==> config.mk <==
export PLATFORM = sky130hd
export DESIGN_NAME = rx_copy_seq
export DESIGN_NICKNAME = d
export VERILOG_FILES = /design/src/rtl/rxc_pkg.sv /design/src/rtl/rxc_req_queue.sv /design/src/rtl/rxc_slot_track.sv /design/src/rtl/rxc_lat_timer.sv /design/src/rtl/rx_copy_seq.sv
export SDC_FILE = /design/constraint.sdc
export NUM_CORES = 1
export LEC_CHECK = 0
export CAP_MARGIN = 20
export CORE_MARGIN = 3
export CORE_UTILIZATION = 48
export DETAILED_ROUTE_END_ITERATION = 10
export PLACE_DENSITY = 0.66
export SETUP_SLACK_MARGIN = 0.4
export SLEW_MARGIN = 20
export SYNTH_ARGS = -nofsm -noshare
export SYNTH_HDL_FRONTEND = slang
export SYNTH_HIERARCHICAL = 1
export SYNTH_SLANG_ARGS = --single-unit
==> constraint.sdc <==
create_clock -name clk -period 10.6 [get_ports clk]
set_input_delay 1.59 -clock clk [delete_from_list [all_inputs] [get_ports clk]]
set_output_delay 1.59 -clock clk [all_outputs]
set_load 0.05 [all_outputs]
==> src/rtl/rxc_pkg.sv <==
package rxc_pkg;

  localparam int RXC_LEN_W  = 16;
  localparam int RXC_FLAG_W = 6;
  localparam int RXC_CNT_W  = 32;

  // done word field positions
  localparam int DW_FLAG_LSB = 16;
  localparam int DW_MORE_BIT = 29;
  localparam int DW_CPL_BIT  = 30;

  typedef enum logic [2:0] {
    ST_IDLE  = 3'd0,
    ST_WAITF = 3'd1,
    ST_BEGIN = 3'd2,
    ST_COPY  = 3'd3,
    ST_DONE  = 3'd4
  } rxc_state_e;

  function automatic logic [RXC_LEN_W-1:0] rxc_min(input logic [RXC_LEN_W-1:0] a,
                                                   input logic [RXC_LEN_W-1:0] b);
    return (a < b) ? a : b;
  endfunction

  // fixed delay plus one factor per started 64-byte block
  function automatic logic [RXC_CNT_W-1:0] rxc_latency(input logic [RXC_LEN_W-1:0] len,
                                                       input logic [15:0] fixed,
                                                       input logic [15:0] factor);
    logic [RXC_LEN_W:0] blocks;
    blocks = ({1'b0, len} + (RXC_LEN_W+1)'(63)) >> 6;
    return RXC_CNT_W'(fixed) + RXC_CNT_W'(blocks) * RXC_CNT_W'(factor);
  endfunction

  function automatic logic [31:0] rxc_done_fmt(input logic [RXC_FLAG_W-1:0] flags,
                                               input logic [RXC_LEN_W-1:0] len,
                                               input logic more);
    logic [31:0] w;
    w = '0;
    w[RXC_LEN_W-1:0] = len;
    w[DW_FLAG_LSB +: RXC_FLAG_W] = flags;
    w[DW_MORE_BIT] = more;
    w[DW_CPL_BIT] = 1'b1;
    return w;
  endfunction

endpackage

==> src/rtl/rxc_req_queue.sv <==
module rxc_req_queue #(
  parameter int DW    = 50,
  parameter int DEPTH = 4
) (
  input  logic                          clk,
  input  logic                          rst_n,
  input  logic                          push,
  input  logic [DW-1:0]                 push_data,
  input  logic                          pop,
  output logic [DW-1:0]                 head,
  output logic                          empty,
  output logic                          full,
  output logic [$clog2(DEPTH+1)-1:0]    count
);
  localparam int PW = (DEPTH > 1) ? $clog2(DEPTH) : 1;
  localparam int CW = $clog2(DEPTH+1);

  logic [DW-1:0] mem [DEPTH];
  logic [PW-1:0] rd_ptr, wr_ptr;
  logic [CW-1:0] cnt;

  function automatic logic [PW-1:0] ptr_inc(input logic [PW-1:0] p);
    return (p == PW'(DEPTH-1)) ? '0 : p + PW'(1);
  endfunction

  always_ff @(posedge clk) begin
    if (push) mem[wr_ptr] <= push_data;
  end

  always_ff @(posedge clk or negedge rst_n) begin
    if (!rst_n) begin
      rd_ptr <= '0;
      wr_ptr <= '0;
      cnt    <= '0;
    end else begin
      if (push) wr_ptr <= ptr_inc(wr_ptr);
      if (pop)  rd_ptr <= ptr_inc(rd_ptr);
      case ({push, pop})
        2'b10:   cnt <= cnt + CW'(1);
        2'b01:   cnt <= cnt - CW'(1);
        default: cnt <= cnt;
      endcase
    end
  end

  assign head  = mem[rd_ptr];
  assign empty = (cnt == '0);
  assign full  = (cnt == CW'(DEPTH));
  assign count = cnt;


  no_overflow_chk: assert property (@(posedge clk) disable iff (!rst_n)
    full && push && !pop |=> count == CW'(DEPTH) && $stable(wr_ptr) == 1'b0 || 1'b0)
    else $error("queue written while full");

  no_underflow_chk: assert property (@(posedge clk) disable iff (!rst_n)
    pop |-> !empty)
    else $error("queue popped while empty");
endmodule

==> src/rtl/rxc_slot_track.sv <==
module rxc_slot_track #(
  parameter int NSLOT = 4
) (
  input  logic                                  clk,
  input  logic                                  rst_n,
  input  logic                                  req_valid,
  input  logic [((NSLOT>1)?$clog2(NSLOT):1)-1:0] req_slot,
  input  logic                                  q_full,
  input  logic                                  clr,
  input  logic [((NSLOT>1)?$clog2(NSLOT):1)-1:0] clr_slot,
  output logic [NSLOT-1:0]                      busy,
  output logic                                  reject,
  output logic                                  accept
);
  assign reject = req_valid && (busy[req_slot] || q_full);
  assign accept = req_valid && !reject;

  for (genvar s = 0; s < NSLOT; s++) begin : g_slot
    always_ff @(posedge clk or negedge rst_n) begin
      if (!rst_n)                                   busy[s] <= 1'b0;
      else if (accept && req_slot == s)             busy[s] <= 1'b1;
      else if (clr && clr_slot == s)                busy[s] <= 1'b0;
    end
  end


  accept_sets_busy_chk: assert property (@(posedge clk) disable iff (!rst_n)
    accept |=> busy[$past(req_slot)])
    else $error("accepted slot not marked busy");

  reject_keeps_busy_chk: assert property (@(posedge clk) disable iff (!rst_n)
    reject && busy[req_slot] && !(clr && clr_slot == req_slot) |=> busy[$past(req_slot)])
    else $error("rejected request changed busy state");
endmodule

==> src/rtl/rxc_lat_timer.sv <==
module rxc_lat_timer
  import rxc_pkg::*;
(
  input  logic                 clk,
  input  logic                 rst_n,
  input  logic                 start,
  input  logic [RXC_LEN_W-1:0] len,
  input  logic [15:0]          fixed,
  input  logic [15:0]          factor,
  output logic                 expired
);
  logic [RXC_CNT_W-1:0] cnt;

  always_ff @(posedge clk or negedge rst_n) begin
    if (!rst_n)          cnt <= '0;
    else if (start)      cnt <= rxc_latency(len, fixed, factor);
    else if (cnt != '0)  cnt <= cnt - RXC_CNT_W'(1);
  end

  assign expired = (cnt == '0);


  countdown_chk: assert property (@(posedge clk) disable iff (!rst_n)
    !start && !expired |=> cnt == $past(cnt) - RXC_CNT_W'(1))
    else $error("latency counter skipped");
endmodule

==> src/rtl/rx_copy_seq.sv <==
module rx_copy_seq
  import rxc_pkg::*;
#(
  parameter int NSLOT  = 4,
  parameter int QDEPTH = 4,
  parameter int AW     = 32
) (
  input  logic                                    clk,
  input  logic                                    rst_n,
  input  logic                                    rx_en,
  input  logic                                    req_valid,
  input  logic [((NSLOT>1)?$clog2(NSLOT):1)-1:0]  req_slot,
  input  logic [AW-1:0]                           req_addr,
  input  logic [RXC_LEN_W-1:0]                    req_len,
  output logic                                    req_reject,
  output logic [NSLOT-1:0]                        slot_busy,
  input  logic                                    pkt_avail,
  input  logic [RXC_LEN_W-1:0]                    pkt_len,
  input  logic [RXC_FLAG_W-1:0]                   pkt_flags,
  input  logic                                    pkt_last,
  output logic                                    pkt_free,
  input  logic                                    dma_busy,
  output logic                                    dma_req,
  output logic [AW-1:0]                           dma_addr,
  output logic [RXC_LEN_W-1:0]                    dma_len,
  output logic [RXC_LEN_W-1:0]                    dma_off,
  input  logic [15:0]                             lat_fixed,
  input  logic [15:0]                             lat_factor,
  output logic                                    done_wr,
  output logic [((NSLOT>1)?$clog2(NSLOT):1)-1:0]  done_slot,
  output logic [31:0]                             done_word,
  output logic                                    evt_rx_dma,
  output logic                                    evt_rx_empty,
  output logic                                    rx_arm
);
  localparam int SW   = (NSLOT > 1) ? $clog2(NSLOT) : 1;
  localparam int LW   = RXC_LEN_W;
  localparam int QW   = SW + AW + LW;
  localparam int QCW  = $clog2(QDEPTH+1);

  rxc_state_e         st, st_nx;
  logic               cur_valid;
  logic [LW-1:0]      cur_rem, cur_off, cp_len;
  logic [RXC_FLAG_W-1:0] cur_flags;
  logic               arm_q;

  logic [QW-1:0]      q_head;
  logic               q_empty, q_full;
  logic [QCW-1:0]     q_cnt;
  logic               accept;
  logic [SW-1:0]      hd_slot;
  logic [AW-1:0]      hd_addr;
  logic [LW-1:0]      hd_len;

  // named internal events
  logic issue, grab, copy_end, pkt_whole, lat_expired;
  logic [LW-1:0] copy_len;

  assign {hd_slot, hd_addr, hd_len} = q_head;

  rxc_req_queue #(.DW(QW), .DEPTH(QDEPTH)) u_queue (
    .clk(clk), .rst_n(rst_n),
    .push(accept), .push_data({req_slot, req_addr, req_len}),
    .pop(copy_end), .head(q_head), .empty(q_empty), .full(q_full), .count(q_cnt)
  );

  rxc_slot_track #(.NSLOT(NSLOT)) u_slots (
    .clk(clk), .rst_n(rst_n),
    .req_valid(req_valid), .req_slot(req_slot), .q_full(q_full),
    .clr(copy_end), .clr_slot(hd_slot),
    .busy(slot_busy), .reject(req_reject), .accept(accept)
  );

  rxc_lat_timer u_timer (
    .clk(clk), .rst_n(rst_n), .start(issue), .len(copy_len),
    .fixed(lat_fixed), .factor(lat_factor), .expired(lat_expired)
  );

  assign copy_len  = rxc_min(hd_len, cur_rem);
  assign issue     = (st == ST_BEGIN) && !dma_busy;
  assign grab      = (st == ST_WAITF) && !cur_valid && pkt_avail;
  assign copy_end  = (st == ST_DONE);
  assign pkt_whole = copy_end && (cur_rem == cp_len);

  always_comb begin
    st_nx = st;
    case (st)
      ST_IDLE:  if (rx_en && !q_empty)       st_nx = ST_WAITF;
      ST_WAITF: if (cur_valid || pkt_avail)  st_nx = ST_BEGIN;
      ST_BEGIN: if (!dma_busy)               st_nx = ST_COPY;
      ST_COPY:  if (lat_expired)             st_nx = ST_DONE;
      ST_DONE:  st_nx = (q_cnt > QCW'(1) || accept) ? ST_WAITF : ST_IDLE;
      default:  st_nx = ST_IDLE;
    endcase
  end

  always_ff @(posedge clk or negedge rst_n) begin
    if (!rst_n) begin
      st        <= ST_IDLE;
      cur_valid <= 1'b0;
      cur_rem   <= '0;
      cur_off   <= '0;
      cur_flags <= '0;
      cp_len    <= '0;
      arm_q     <= 1'b0;
    end else begin
      st <= st_nx;
      if (grab) begin
        cur_valid <= 1'b1;
        cur_rem   <= pkt_len;
        cur_off   <= '0;
        cur_flags <= pkt_flags;
        arm_q     <= 1'b0;
      end
      if (issue) cp_len <= copy_len;
      if (copy_end) begin
        if (pkt_whole) begin
          cur_valid <= 1'b0;
          if (pkt_last) arm_q <= 1'b1;
        end else begin
          cur_rem <= cur_rem - cp_len;
          cur_off <= cur_off + cp_len;
        end
      end
    end
  end

  assign dma_req      = issue;
  assign dma_addr     = hd_addr;
  assign dma_len      = copy_len;
  assign dma_off      = cur_off;
  assign pkt_free     = pkt_whole;
  assign done_wr      = copy_end;
  assign done_slot    = hd_slot;
  assign done_word    = copy_end ? rxc_done_fmt(cur_flags, cp_len, !pkt_whole) : '0;
  assign evt_rx_dma   = copy_end;
  assign evt_rx_empty = pkt_whole && pkt_last;
  assign rx_arm       = arm_q;


  idle_hold_chk: assert property (@(posedge clk) disable iff (!rst_n)
    st == ST_IDLE && !rx_en |=> st == ST_IDLE)
    else $error("left idle while disabled");

  partial_resume_chk: assert property (@(posedge clk) disable iff (!rst_n)
    st == ST_WAITF && cur_valid |=> st == ST_BEGIN)
    else $error("partial packet not resumed");

  clamp_chk: assert property (@(posedge clk) disable iff (!rst_n)
    dma_req |-> dma_len <= cur_rem && dma_len <= hd_len)
    else $error("copy length exceeds limit");

  stall_chk: assert property (@(posedge clk) disable iff (!rst_n)
    st == ST_BEGIN && dma_busy |=> st == ST_BEGIN && $stable(cur_rem))
    else $error("begin-copy did not stall");

  more_adv_chk: assert property (@(posedge clk) disable iff (!rst_n)
    done_wr && !pkt_free |=> cur_valid && cur_rem == $past(cur_rem) - $past(cp_len))
    else $error("remaining count not advanced");

  empty_arm_chk: assert property (@(posedge clk) disable iff (!rst_n)
    evt_rx_empty |=> rx_arm)
    else $error("arm flag not set");

  done_next_chk: assert property (@(posedge clk) disable iff (!rst_n)
    done_wr |=> st == ST_IDLE || st == ST_WAITF)
    else $error("bad state after copy-done");
endmodule

# Yosys cells after proc, flatten, opt, wreduce, memory -nomap -nowiden
# Memories as Yosys holds them, arrays and structs flattened.
# Index checks and enable logic that the tools add are counted.
# W data, S select, Z words.
word_totals:
  ff_bits: 102
  ramBits: 200
  in_bits: 111
  out_inout_bits: 109
  elab_cells: 124
  n_memories: 1
memory_table:
  columns: ["memory", "words", "width", "read_ports", "rd_ports_with_merged_regs", "write_ports", "line_no", "rtl"]
  rows:
  - ["u_queue.mem", 4, 50, 1, 0, 1, "rxc_req_queue.sv:18", "logic [DW-1:0] mem [DEPTH];"]
classes:
  addsub: 9
  multipliers: 1
  n_lt_le_gt_ge: 3
  n_eq_ne: 20
  mux: 38
  reduce_logical: 37
ops:
  columns: ["operator", "n"]
  rows:
  - ["$mux W16", 7]
  - ["$mux W32", 2]
  - ["$add A16 B32 Y32", 1]
  - ["$logic_not A32 Y1", 1]
  - ["$reduce_bool A32 Y1", 1]
  - ["$sub A32 B1 Y32 const B", 1]
  - ["$mux W31", 1]
  - ["$mul A11 B16 Y27", 1]
  - ["$mux W1", 19]
  - ["$add A16 B6 Y17 const B", 1]
  - ["$add A16 B16 Y16", 1]
  - ["$eq A16 B16 Y1", 1]
  - ["$logic_and A1 B1 Y1", 16]
  - ["$lt A16 B16 Y1", 1]
  - ["$sub A16 B16 Y16", 1]
  - ["$pmux W3 S5", 1]
  - ["$eq A2 B2 Y1 const B", 7]
  - ["$mux W3", 4]
  - ["$reduce_bool A2 Y1", 6]
  - ["$eq A2 B1 Y1 const B", 3]
  - ["$eq A3 B2 Y1 const B", 2]
  - ["$eq A3 B3 Y1 const B", 2]
  - ["$logic_not A3 Y1", 2]
  - ["$ne A2 B2 Y1 const B", 3]
  - ["14 further kinds", 23]

# Depth between registers and ports, before layout
# Gate-level depths: netlist (run 1).
depth:
  depth_word: 9
  mapped_depth: 37

# Modules after synthesis
# Netlist (run 1), hierarchy kept.
modules_own_cells:
  columns: ["mod", "n_inst", "cells_each", "area_per_inst_um2", "seq_area_each_um2"]
  rows:
  - ["rxc_lat_timer", 1, 975, 8211.6, 800.8]
  - ["rxc_req_queue", 1, 300, 7694.9, 6180.9]
  - ["rx_copy_seq", 1, 519, 4737.0, 1476.4]
  - ["rxc_slot_track", 1, 25, 291.5, 100.1]

# Least setup slack after synthesis (run 1)
# No wires, ideal clock.
synth_timing:
  kind: "reg-to-reg"
  startpoint: "reg u_queue.rd_ptr[0]"
  endpoint: "reg u_timer.cnt[25]"
  t_arrival_ns: 8.601
  t_required_ns: 10.474
  setup_slack_ns: 1.872
  path_stages_with_launch: 35
  n_path_buf: 3
  synth_period_minus_slack_ns: 8.728
  path_cell_list: "dfrtp_1 -> buf_6 -> buf_12 -> mux4_2 -> ha_1 -> a21o_1 -> a221oi_2 -> nor2_1 -> a211oi_2 -> o21ai_2 -> mux2_2 -> nor4_1 -> a21oi_1 -> and4_1 -> and2_1 -> nand2_1 -> xnor2_1 -> clkbuf_1 -> nand2_1 -> fa_1 -> inv_1 -> fa_1 -> fa_1 -> fa_1 -> inv_1 -> fa_1 -> inv_1 -> ha_1 -> a21oi_1 -> o21ai_0 -> a221o_1 -> a31oi_1 -> o21ai_0 -> xor2_1 -> o2bb2ai_1"
synth_via:
  elab_chain_cells: 7
synth_rtl:
  columns: ["element", "line_no", "rtl"]
  rows:
  - ["start: declaration", "rxc_req_queue.sv:19", "logic [PW-1:0] rd_ptr, wr_ptr;"]
  - ["start signal: assignment", "rxc_req_queue.sv:37", "if (pop) rd_ptr <= ptr_inc(rd_ptr);"]
  - ["$mem_v2 Z4 W50", null, null]
  - ["via q_head[6]", "rx_copy_seq.sv:47", "logic [QW-1:0] q_head;"]
  - ["$lt A16 B16 Y1", "rxc_pkg.sv:22", "return (a < b) ? a : b;"]
  - ["$mux W16", "rxc_pkg.sv:22", null]
  - ["via dma_len[0]", "rx_copy_seq.sv:25", "output logic [RXC_LEN_W-1:0] dma_len,"]
  - ["$add A16 B6 Y17", "rxc_pkg.sv:30", "blocks = ({1'b0, len} + (RXC_LEN_W+1)'(63)) >> 6;"]
  - ["$mul A11 B16 Y27", "rxc_pkg.sv:31", "return RXC_CNT_W'(fixed) + RXC_CNT_W'(blocks) * RXC_CNT_W'(factor);"]
  - ["$add A16 B32 Y32", "rxc_pkg.sv:31", null]
  - ["$mux W32", "rxc_lat_timer.sv:16", "else if (start) cnt <= rxc_latency(len, fixed, factor);"]
  - ["end signal: assignment", "rxc_lat_timer.sv:16", null]
  - ["end signal: assignment", "rxc_lat_timer.sv:17", "else if (cnt != '0) cnt <= cnt - RXC_CNT_W'(1);"]
  - ["end: declaration", "rxc_lat_timer.sv:12", "logic [RXC_CNT_W-1:0] cnt;"]
# The timed path passes the listed nets, and every way through them passes these cells.
# A chain may end at the register's enable or synchronous reset.

# Worst setup path after layout (run 1)
layout_timing:
  startpoint: "reg u_queue.rd_ptr[0]"
  endpoint: "reg u_timer.cnt[27]"
layout_via:
  elab_chain_cells: 7
layout_rtl:
  columns: ["element", "line_no"]
  rows:
  - ["$mem_v2 Z4 W50 (*)", null]
  - ["via q_head[8]", "rx_copy_seq.sv:47"]
  - ["$lt A16 B16 Y1", "rxc_pkg.sv:22"]
  - ["$mux W16 (*)", "rxc_pkg.sv:22"]
  - ["$add A16 B6 Y17 (*)", "rxc_pkg.sv:30"]
  - ["$mul A11 B16 Y27 (*)", "rxc_pkg.sv:31"]
  - ["$add A16 B32 Y32 (*)", "rxc_pkg.sv:31"]
  - ["$mux W32 (*)", "rxc_lat_timer.sv:16"]
# Mark *: on every way through the listed nets, which the timed path passes. The rest lies on a longest branch.

==> results.cfg, run 1 <==
[layout]
layout_commonest_cell = inv_1
final_cell_mix = 241 x inv_1, 210 x clkdlybuf4s50_1, 200 x edfxtp_1, 199 x nand2_1, 145 x fa_1
area_growth_pct = 17.73
finalNonFillerCells = 2623
nets = 2396
final_layout_size_suffix_gt1_share_pct = 9.731
final_area_mm2 = 0.02465

[timing]
max_freq_mhz = 103.8
slew_viol_final = 0
final_hold_viol_count = 0
timing.setup.tns_ns = 0
min_period_ns = 9.633
fin_crit_sh_pct = 90.87
setup_violations = 0
worstMarginPinSlew_ns = 1.109
rsz0062_at_grt = no
slew_headroom_pct = 25.49
skew_ns = 0.01394

[placement]
place_inst = 2558
hpwl_um = 37650
gp_congestion = 0.8734
portBuffers = 211
dpl_cell_area_mm2 = 0.02349

[clock_tree]
cts_tree = built
cts-root-buf = clkbuf_16
cts_hold_buf = 0
numCtsBuffers = 35
htreeDepth = 2
clk_latency_ns = 0.51
clk_pin_slew_worst_paths_ns = 0.06
clock-sinks = 302
clock_path_buffers = 3

[synthesis]
synthCells = 1819
ys_warn_count = 6
synthMuxAreaShare_pct = 9.162
synth-edff-count = 200
ys_ff_latch = 302
synth_top_family_by_area = adder cells
syn_area_per_cell_um2 = 11.51
synth-simple-area-share_pct = 11.74
ys.flop_type = edfxtp_1
synth.cell_area_mm2 = 0.02094
yosys.area_share.xor_xnor_pct = 3.305
synth-seq-area-share_pct = 40.88
netlist-cell-type-count = 84
synth-compound-area-share_pct = 7.106
synth_adder_area_share_pct = 21.04
ys_async_sr_fraction_pct = 33.77

[run]
maxCapViolations = 0

[global_route]
track_usage_pct = 21.92
grt-ovfl-total = 0
antenna_found_initial = 2
grt_pass1_wl_um = 81440
grt_max_degree = 68
grt_pass1_vias = 14840

[critical_path]
crit_buf_inv = 3
crit_path_max_incr_delay_ns = 0.62
cp_common_cell = fa_1
cp-end-kind = register
critPathKind = reg2reg
critPathArrivalTime_ns = 9.99
slowest_stage = dfrtp_4
ff2ff_setup_slack_ns = 0.97
critPathRequiredTime_ns = 10.96
critPathLaunchType = register
worst-path-max-fanout = 12
cp_top_family = adder cells

[outcome]
run_status = completed

[routing]
routed_wl_um = 50540
dr_total_vias = 14330
drc_errors = 0
drtIter0Drc = 939
antenna_left = 0
dr.pass1.iters = 5
post_drt_wl_per_cell_um = 19.27
viasPerCell = 5.462

[floorplanning]
die_width_um = 214.8
ioPinCount = 220
floorplan.initialDensity_pct = 49.25
chipHeight_um = 214.8
rows = 75
core-area_mm2 = 0.04251
die_area_mm2 = 0.04616

[pwr]
vdd_drop_max_mv = 0.1410
p_leak_nw = 10.29
power_density_mw_per_mm2 = 159.6

[worst_hold_path]
hold_class = reg2reg
cell type report:
class | instances | area (um2)
Multi-Input combinational cell | 1203 | 11050
Timing Repair Buffer | 235 | 2310
Antenna cell | 1 | 2.502
Inverter | 243 | 912.1
Clock buffer | 47 | 930.9
Clock inverter | 15 | 160.2
Sequential cell | 302 | 8563
Fill cell | 3552 | 17860
Tap cell | 577 | 721.9
kinds of logic (layout without fill, tap and decap cells):
group | count (synthesis) | after routing
other | 1 | 9
buffers and inverters | 321 | 540
AND/OR/NAND/NOR | 498 | 498
flip-flops | 302 | 302
multiplexers | 117 | 117
AO/OA/AOI/OAI | 236 | 236
XOR/XNOR | 79 | 79
adder cells (fa/ha/maj) | 265 | 265
report_power, final:
group,switching [mW],internal [mW]
Sequential,0.0719,1.33
Clock,0.464,0.692
Combinational,0.805,0.575
Total,1.34,2.59
per-layer routing:
metal / wire (um) / vias to the layer above / track usage (%)
met5: 13 / - / 0
met4: 1120 / 2 / 4.901
met3: 3074 / 71 / 4.421
met2: 24300 / 374 / 36.15
met1: 22030 / 7243 / 30.27
li1: - / 6636 / -
flip-flops by register name (all words and copies together), names as in the netlist:
register and count:
u_queue/count 3, u_queue/mem 200, u_queue/wr_ptr 2, u_timer/cnt 32, cur_flags 6, cur_rem 16
dma_off 16, u_slots/busy 4, rx_arm 1, cur_valid 1, u_queue/rd_ptr 2, st 3
cp_len 16
cells in the mapped netlist, types with 11 or more instances:
cell type,count,area share (%)
xnor2_1,48,2.0
inv_1,241,4.3
and2_1,79,2.4
mux2i_1,18,0.86
clkbuf_1,43,0.77
nand3_1,31,0.74
a21oi_1,61,1.5
nor2_1,72,1.3
xor2_1,31,1.3
and3_1,12,0.36
buf_4,11,0.39
a21o_1,23,0.82
ha_1,120,7.2
mux2_2,38,2.0
nand4_1,12,0.36
nor3_1,23,0.55
nand2_1,199,3.6
o21ai_0,73,1.7
mux4_2,48,5.2
dfrtp_1,102,12
fa_1,145,14
edfxtp_1,200,29
per-stage QoR:
stage | utilization, % | power [mW] | setup slack, ns | hold slack (ns)
2_1_floorplan | - | 2.439 | 1.872 | 0.4686
3_3_place_gp | 55.25 | 2.758 | 0.8365 | 0.4665
3_5_place_dp | 55.25 | 2.781 | 0.5983 | 0.4685
4_1_cts | 57.81 | 3.958 | 0.5311 | 0.4821
5_1_grt | 57.98 | 4.201 | 0.4425 | 0.4983
6_report | 57.98 | 3.933 | 0.9675 | 0.4820
worst paths after layout:
| kind | start | end | depth (start not counted) |
|---|---|---|---|
| setup / recovery | u_queue/rd_ptr[0] | u_timer/cnt[27] | 30 |
| hold / removal | rx_arm | rx_arm | 1 |
| setup reg to reg | u_queue/rd_ptr[0] | u_timer/cnt[27] | 30 |
| hold reg to reg | rx_arm | rx_arm | 1 |
| max in group asynchronous | rst_n | dma_off[11] | 2 |
| min in group asynchronous | rst_n | cur_flags[4] | 1 |
timing repair:
action / CTS / global route
setup buffers: 0 / 2
endpoints found under the setup margin: 0 / 12
resized for setup: 0 / 3
No activity file was read; power rests on OpenSTA's default activity.
==> inputs of run 2 (changes only) <==
--- a/config.mk
+++ b/config.mk
@@ -7,9 +7,9 @@
 export LEC_CHECK = 0
 export CAP_MARGIN = 20
 export CORE_MARGIN = 3
-export CORE_UTILIZATION = 48
+export CORE_UTILIZATION = 35
 export DETAILED_ROUTE_END_ITERATION = 10
-export PLACE_DENSITY = 0.66
+export PLACE_DENSITY = 0.51
 export SETUP_SLACK_MARGIN = 0.4
 export SLEW_MARGIN = 20
 export SYNTH_ARGS = -nofsm -noshare
==> results.cfg, run 2 (synthesized netlist as in run 1, its figures left out) <==
[outcome]
run_status = completed

[layout]
largest_reg_flops = 200
area_growth_pct = 19.17
final_area_mm2 = 0.02495
largest_register = u_queue/mem
final_cell_mix = 241 x inv_1, 210 x clkdlybuf4s50_1, 200 x edfxtp_1, 199 x nand2_1, 145 x fa_1
multiInputGateArea_mm2 = 0.01105
layout_commonest_cell = inv_1
nets = 2396
largestRegisters = u_queue/mem x200, u_timer/cnt x32
final_layout_size_suffix_gt1_share_pct = 10.02
final_core_util_pct = 42.19
finalNonFillerCells = 2819
fillerInstances = 5661
final-seq-area_mm2 = 0.008563

[critical_path]
critPathArrivalTime_ns = 9.99
slowest_stage = dfrtp_4
cp-end-kind = register
crit_path_max_incr_delay_ns = 0.57
worst-path-max-fanout = 16
critPathKind = reg2reg
critPathLaunchType = register
ff2ff_setup_slack_ns = 1.06
worstRegToRegCells = 30
cp_common_cell = fa_1
critPathRequiredTime_ns = 11.05
rr_startpoint = u_queue/rd_ptr[0]
rr_endpoint = u_timer/cnt[27]

[placement]
portBuffers = 211
gp_congestion = 0.8171
dpl_cell_area_mm2 = 0.02374
place_inst = 2754
dp_slack_ns = 0.7077
hpwl_um = 40410

[floorplanning]
floorplan.initialDensity_pct = 35.40
die_width_um = 250.6
rows = 89
core-area_mm2 = 0.05913
chipHeight_um = 250.6
ioPinCount = 220
die_area_mm2 = 0.06279

[routing]
viasPerCell = 5.031
post_drt_wl_per_cell_um = 19.23
wl_met2_um = 26410
routed_wl_um = 54210
dr_total_vias = 14180
routed-wl-met3_um = 2532
drc_errors = 0
drtIter0Drc = 743
topRoutingLayerUsed = met5
met1Wirelength_um = 24200
antenna_left = 0
dr.pass1.iters = 4

[global_route]
grt_pass1_vias = 14880
antenna_found_initial = 4
grt-ovfl-total = 0
grt_pass1_wl_um = 86000
grt_max_degree = 65
track_usage_pct = 17.48

[clock_tree]
clk_pin_slew_worst_paths_ns = 0.06
clk_latency_ns = 0.55
htreeDepth = 2
cts_tree = built
numCtsBuffers = 36
clock-sinks = 302
clock_path_buffers = 3
cts-root-buf = clkbuf_16

[timing]
min_period_ns = 9.538
worstMarginPinSlew_ns = 0.8833
whs_ns = 0.4811
setup_violations = 0
rsz0062_at_grt = no
slew_headroom_pct = 41.11
final_hold_viol_count = 0
slew_viol_final = 0
skew_ns = 0.02043
fin_crit_sh_pct = 89.98
layout_setup_ws_ns = 1.062
timing.setup.tns_ns = 0
max_freq_mhz = 104.8

[worst_hold_path]
hp-start = rx_arm
min_to = rx_arm
hold_class = reg2reg
hold-path-cell-count = 1

[pwr]
vdd_drop_max_mv = 0.1206
p_leak_nw = 10.33
p_total_mw = 4.001
power_density_mw_per_mm2 = 160.4

[run]
maxCapViolations = 0
## run 2: cell types whose count changed in the layout (fill, tap and decap cells not counted), sizes merged
cell    before  now
clkbuf      47   45
inv        242  243
buf         25   24
clkinv      12   14
## run 2: worst max path at each step
stage / start / end / slack, ns / cells after the start
floorplan: u_queue/rd_ptr[0] / u_timer/cnt[25] / 1.87 / 34
global placement: u_queue/rd_ptr[0] / u_timer/cnt[27] / 0.73 / 30
detailed placement: u_queue/rd_ptr[0] / u_timer/cnt[27] / 0.71 / 30
CTS: u_queue/rd_ptr[0] / u_timer/cnt[27] / 0.64 / 30
global route: u_queue/rd_ptr[0] / u_timer/cnt[27] / 0.40 / 30
finish: u_queue/rd_ptr[0] / u_timer/cnt[27] / 1.06 / 30
## run 2: critical path, delay by kind of cell, from the launching register on
| kind | cells | cell delay (ns) |
|---|---|---|
| adders and majority gates | 7 | 3.30 |
| AOI/OAI and AO/OA | 10 | 2.37 |
| and+or+nand+nor | 6 | 1.54 |
| muxes | 3 | 1.24 |
| DFF | 1 | 0.57 |
| buffers and inverters | 4 | 0.36 |
## run 2: repair_timing
action / 4_1_cts / 5_1_grt
resized for setup: 0 / 4
hold buffers: 0 / 0
setup endpoints to repair: 0 / 11
setup buffers: 0 / 1
## run 2: routing by layer
| layer | up-vias | global-route usage [%] |
|---|---|---|
| met5 | - | 0 |
| met4 | 6 | 4.134 |
| met3 | 66 | 3.177 |
| met2 | 253 | 29.13 |
| met1 | 7210 | 23.77 |
| li1 | 6648 | - |
## run 2: layout make-up
class                   instances  area share [%]
clock inverters                18          0.7924
well taps                     773           3.877
repair buffers                234           9.178
flip-flops and latches        302           34.32
multi-input cells            1203           44.29
diodes                          1         0.01003
clock buffers                  45           3.872
inverters                     243           3.656
## run 2: power breakdown
group / internal, mW / leakage (nW) / switching [mW]
Clock: 0.726 / 0.574 / 0.499
Sequential: 1.33 / 2.92 / 0.0696
Combinational: 0.578 / 6.84 / 0.803
Total: 2.63 / 10.3 / 1.37
==> inputs of run 3 (changes only) <==
--- a/config.mk
+++ b/config.mk
@@ -5,13 +5,13 @@
 export SDC_FILE = /design/constraint.sdc
 export NUM_CORES = 1
 export LEC_CHECK = 0
+export ABC_AREA = 1
 export CAP_MARGIN = 20
 export CORE_MARGIN = 3
 export CORE_UTILIZATION = 35
 export DETAILED_ROUTE_END_ITERATION = 10
-export PLACE_DENSITY = 0.51
+export PLACE_DENSITY = 0.5
 export SETUP_SLACK_MARGIN = 0.4
-export SLEW_MARGIN = 20
 export SYNTH_ARGS = -nofsm -noshare
 export SYNTH_HDL_FRONTEND = slang
 export SYNTH_HIERARCHICAL = 1
==> constraint.sdc (replaced) <==
create_clock -name clk -period 8.8 [get_ports clk]
set_input_delay 1.32 -clock clk [delete_from_list [all_inputs] [get_ports clk]]
set_output_delay 1.32 -clock clk [all_outputs]
set_load 0.05 [all_outputs]
==> results.cfg, run 3 <==
[critical_path]
cp_common_cell = nand2_1
cp-end-kind = register
critPathArrivalTime_ns = 8.28
worst-path-max-fanout = 37
rr_startpoint = u_queue/rd_ptr[0]
slowest_stage = fa_1
critPathKind = reg2reg
critPathLaunchType = register
critPathRequiredTime_ns = 9.20
crit_path_max_incr_delay_ns = 0.59
worstSetupStartpoint = u_queue/rd_ptr[0]

[global_route]
grt_pass1_vias = 18830
track_usage_pct = 20.31
grt-ovfl-total = 0
grt_pass1_wl_um = 107200
antenna_found_initial = 8
grt_max_degree = 78

[routing]
drc_errors = 0
drtIter0Drc = 932
dr.pass1.iters = 5
routed_wl_um = 68260
dr_total_vias = 18380
viasPerCell = 4.801
post_drt_wl_per_cell_um = 17.83
antenna_left = 0

[layout]
fillerInstances = 6393
final_cell_mix = 710 x nand2_1, 535 x inv_1, 210 x nor2_1, 210 x clkdlybuf4s50_1, 200 x edfxtp_1
layout_commonest_cell = nand2_1
nets = 3325
final_layout_size_suffix_gt1_share_pct = 7.584
finalNonFillerCells = 3828
largest_reg_flops = 200
final_core_util_pct = 43.02
largest_register = u_queue/mem
area_growth_pct = 20.31
final_area_mm2 = 0.02744
largestRegisters = u_queue/mem x200, u_timer/cnt x32

[synthesis]
syn_area_per_cell_um2 = 8.323
yosysMostFrequentCell = nand2_1
synth.cell_area_mm2 = 0.02280
synth-seq-area-share_pct = 37.53
yosys.area.top_type = edfxtp_1
yosys-top-cells-count = 731 x nand2_1, 542 x inv_1, 230 x nor2_1
synth-edff-count = 200
synth.top_cell.area_share_pct = 26.34
ys_warn_count = 6
netlist-cell-type-count = 49
ys_async_sr_fraction_pct = 33.77
ys.flop_type = edfxtp_1
synthTopCellsByArea = edfxtp_1 26%, fa_1 13%, nand2_1 12%
synthCells = 2740
ys_ff_latch = 302

[outcome]
run_status = completed

[run]
maxCapViolations = 0

[placement]
portBuffers = 211
hpwl_um = 51880
place_inst = 3737
dpl_cell_area_mm2 = 0.02561
gp_congestion = 0.9048

[clock_tree]
cts_hold_buf = 0
clock_path_buffers = 3
cts-root-buf = clkbuf_16
clk_latency_ns = 0.55
clock-sinks = 302
cts_tree = built
clk_pin_slew_worst_paths_ns = 0.06
numCtsBuffers = 39
htreeDepth = 2

[floorplanning]
ioPinCount = 220
core-area_mm2 = 0.06377
rows = 92
floorplan.initialDensity_pct = 35.76
die_width_um = 261.3
die_area_mm2 = 0.06825
chipHeight_um = 261.3

[timing]
worstMarginPinSlew_ns = 0.8540
whs_ns = 0.4891
final_hold_viol_count = 0
fin_crit_sh_pct = 89.55
slew_headroom_pct = 43.07
skew_ns = 0.02501
max_freq_mhz = 126.9
min_period_ns = 7.881
setup_violations = 0
slew_viol_final = 0
rsz0062_at_grt = no

[worst_hold_path]
hp-start = rx_arm
hold_class = reg2reg
==> run 3: layer usage <==
layer	wire, um	track usage (%)	vias to the layer above	part of all wire (%)
met5	81	0	-	0.12
met4	1914	6.129	12	2.8
met3	5251	5.889	111	7.7
met2	30360	32.23	496	44
met1	30650	26.94	8739	45
li1	-	-	9019	-
==> run 3: kinds of logic after synthesis <==
logic type                 after synthesis  share of synthesized area [%]
and+or+nand+nor                       1208                          22.08
buffers and inverters                  645                          11.86
DFF                                    302                          37.53
AOI/OAI and AO/OA                      276                          7.544
adders and majority gates              265                          19.31
xor gates and xnor gates                42                          1.613
other                                    1                        0.01644
muxes                                    1                        0.04390
==> run 3: path summary, 6_finish.rpt <==
path	cells past startpoint	endpoint	slack (ns)
setup / recovery	42	u_timer/cnt[27]	0.92
hold / removal	2	rx_arm	0.49
setup reg to reg	42	u_timer/cnt[27]	0.92
hold reg to reg	2	rx_arm	0.49
max in group asynchronous	2	dma_off[10]	6.77
min in group asynchronous	1	u_queue/rd_ptr[1]	0.83
==> run 3: worst max-delay path: cells and delay by family, from the launching register on <==
| kind | cells | cell delay [ns] |
|---|---|---|
| flops | 1 | 0.47 |
| buf+inv | 8 | 0.79 |
| fa+ha+maj | 7 | 3.28 |
| simple gates | 22 | 2.52 |
| compound gates | 5 | 0.66 |
==> run 3: area by class of cell <==
cell class	count	area [um2]	area share (%)
well taps	846	1059	3.858
clock buffers	53	1110	4.045
diodes	2	5.005	0.01824
repair buffers	251	2507	9.139
repair inverters	1	16.27	0.05928
inverters	554	2115	7.707
clock inverters	19	161.4	0.5883
flip-flops and latches	302	8561	31.20
multi-input cells	1800	11900	43.38
==> run 3: what timing repair did <==
| item | 4_1_cts | 5_1_grt |
|---|---|---|
| endpoints found under the setup margin | 19 | 20 |
| pin swaps | 2 | 14 |
| setup buffers | 9 | 7 |
| hold endpoints to repair | 0 | 0 |
| gates cloned | 0 | 1 |
| resized for setup | 7 | 93 |
==> run 3: per-stage QoR <==
step	setup TNS (ns)	setup WS [ns]
after floorplan	0	1.189
after global placement	-0.1175	-0.07208
after detailed placement	-0.5129	-0.1375
after CTS	0	0.4402
after global routing	0	0.3681
final	0	0.9193
Power of run 3 is left out: the tool's default activity adds up to more than one toggle a clock period on the data nets, which glitch-free logic cannot reach.
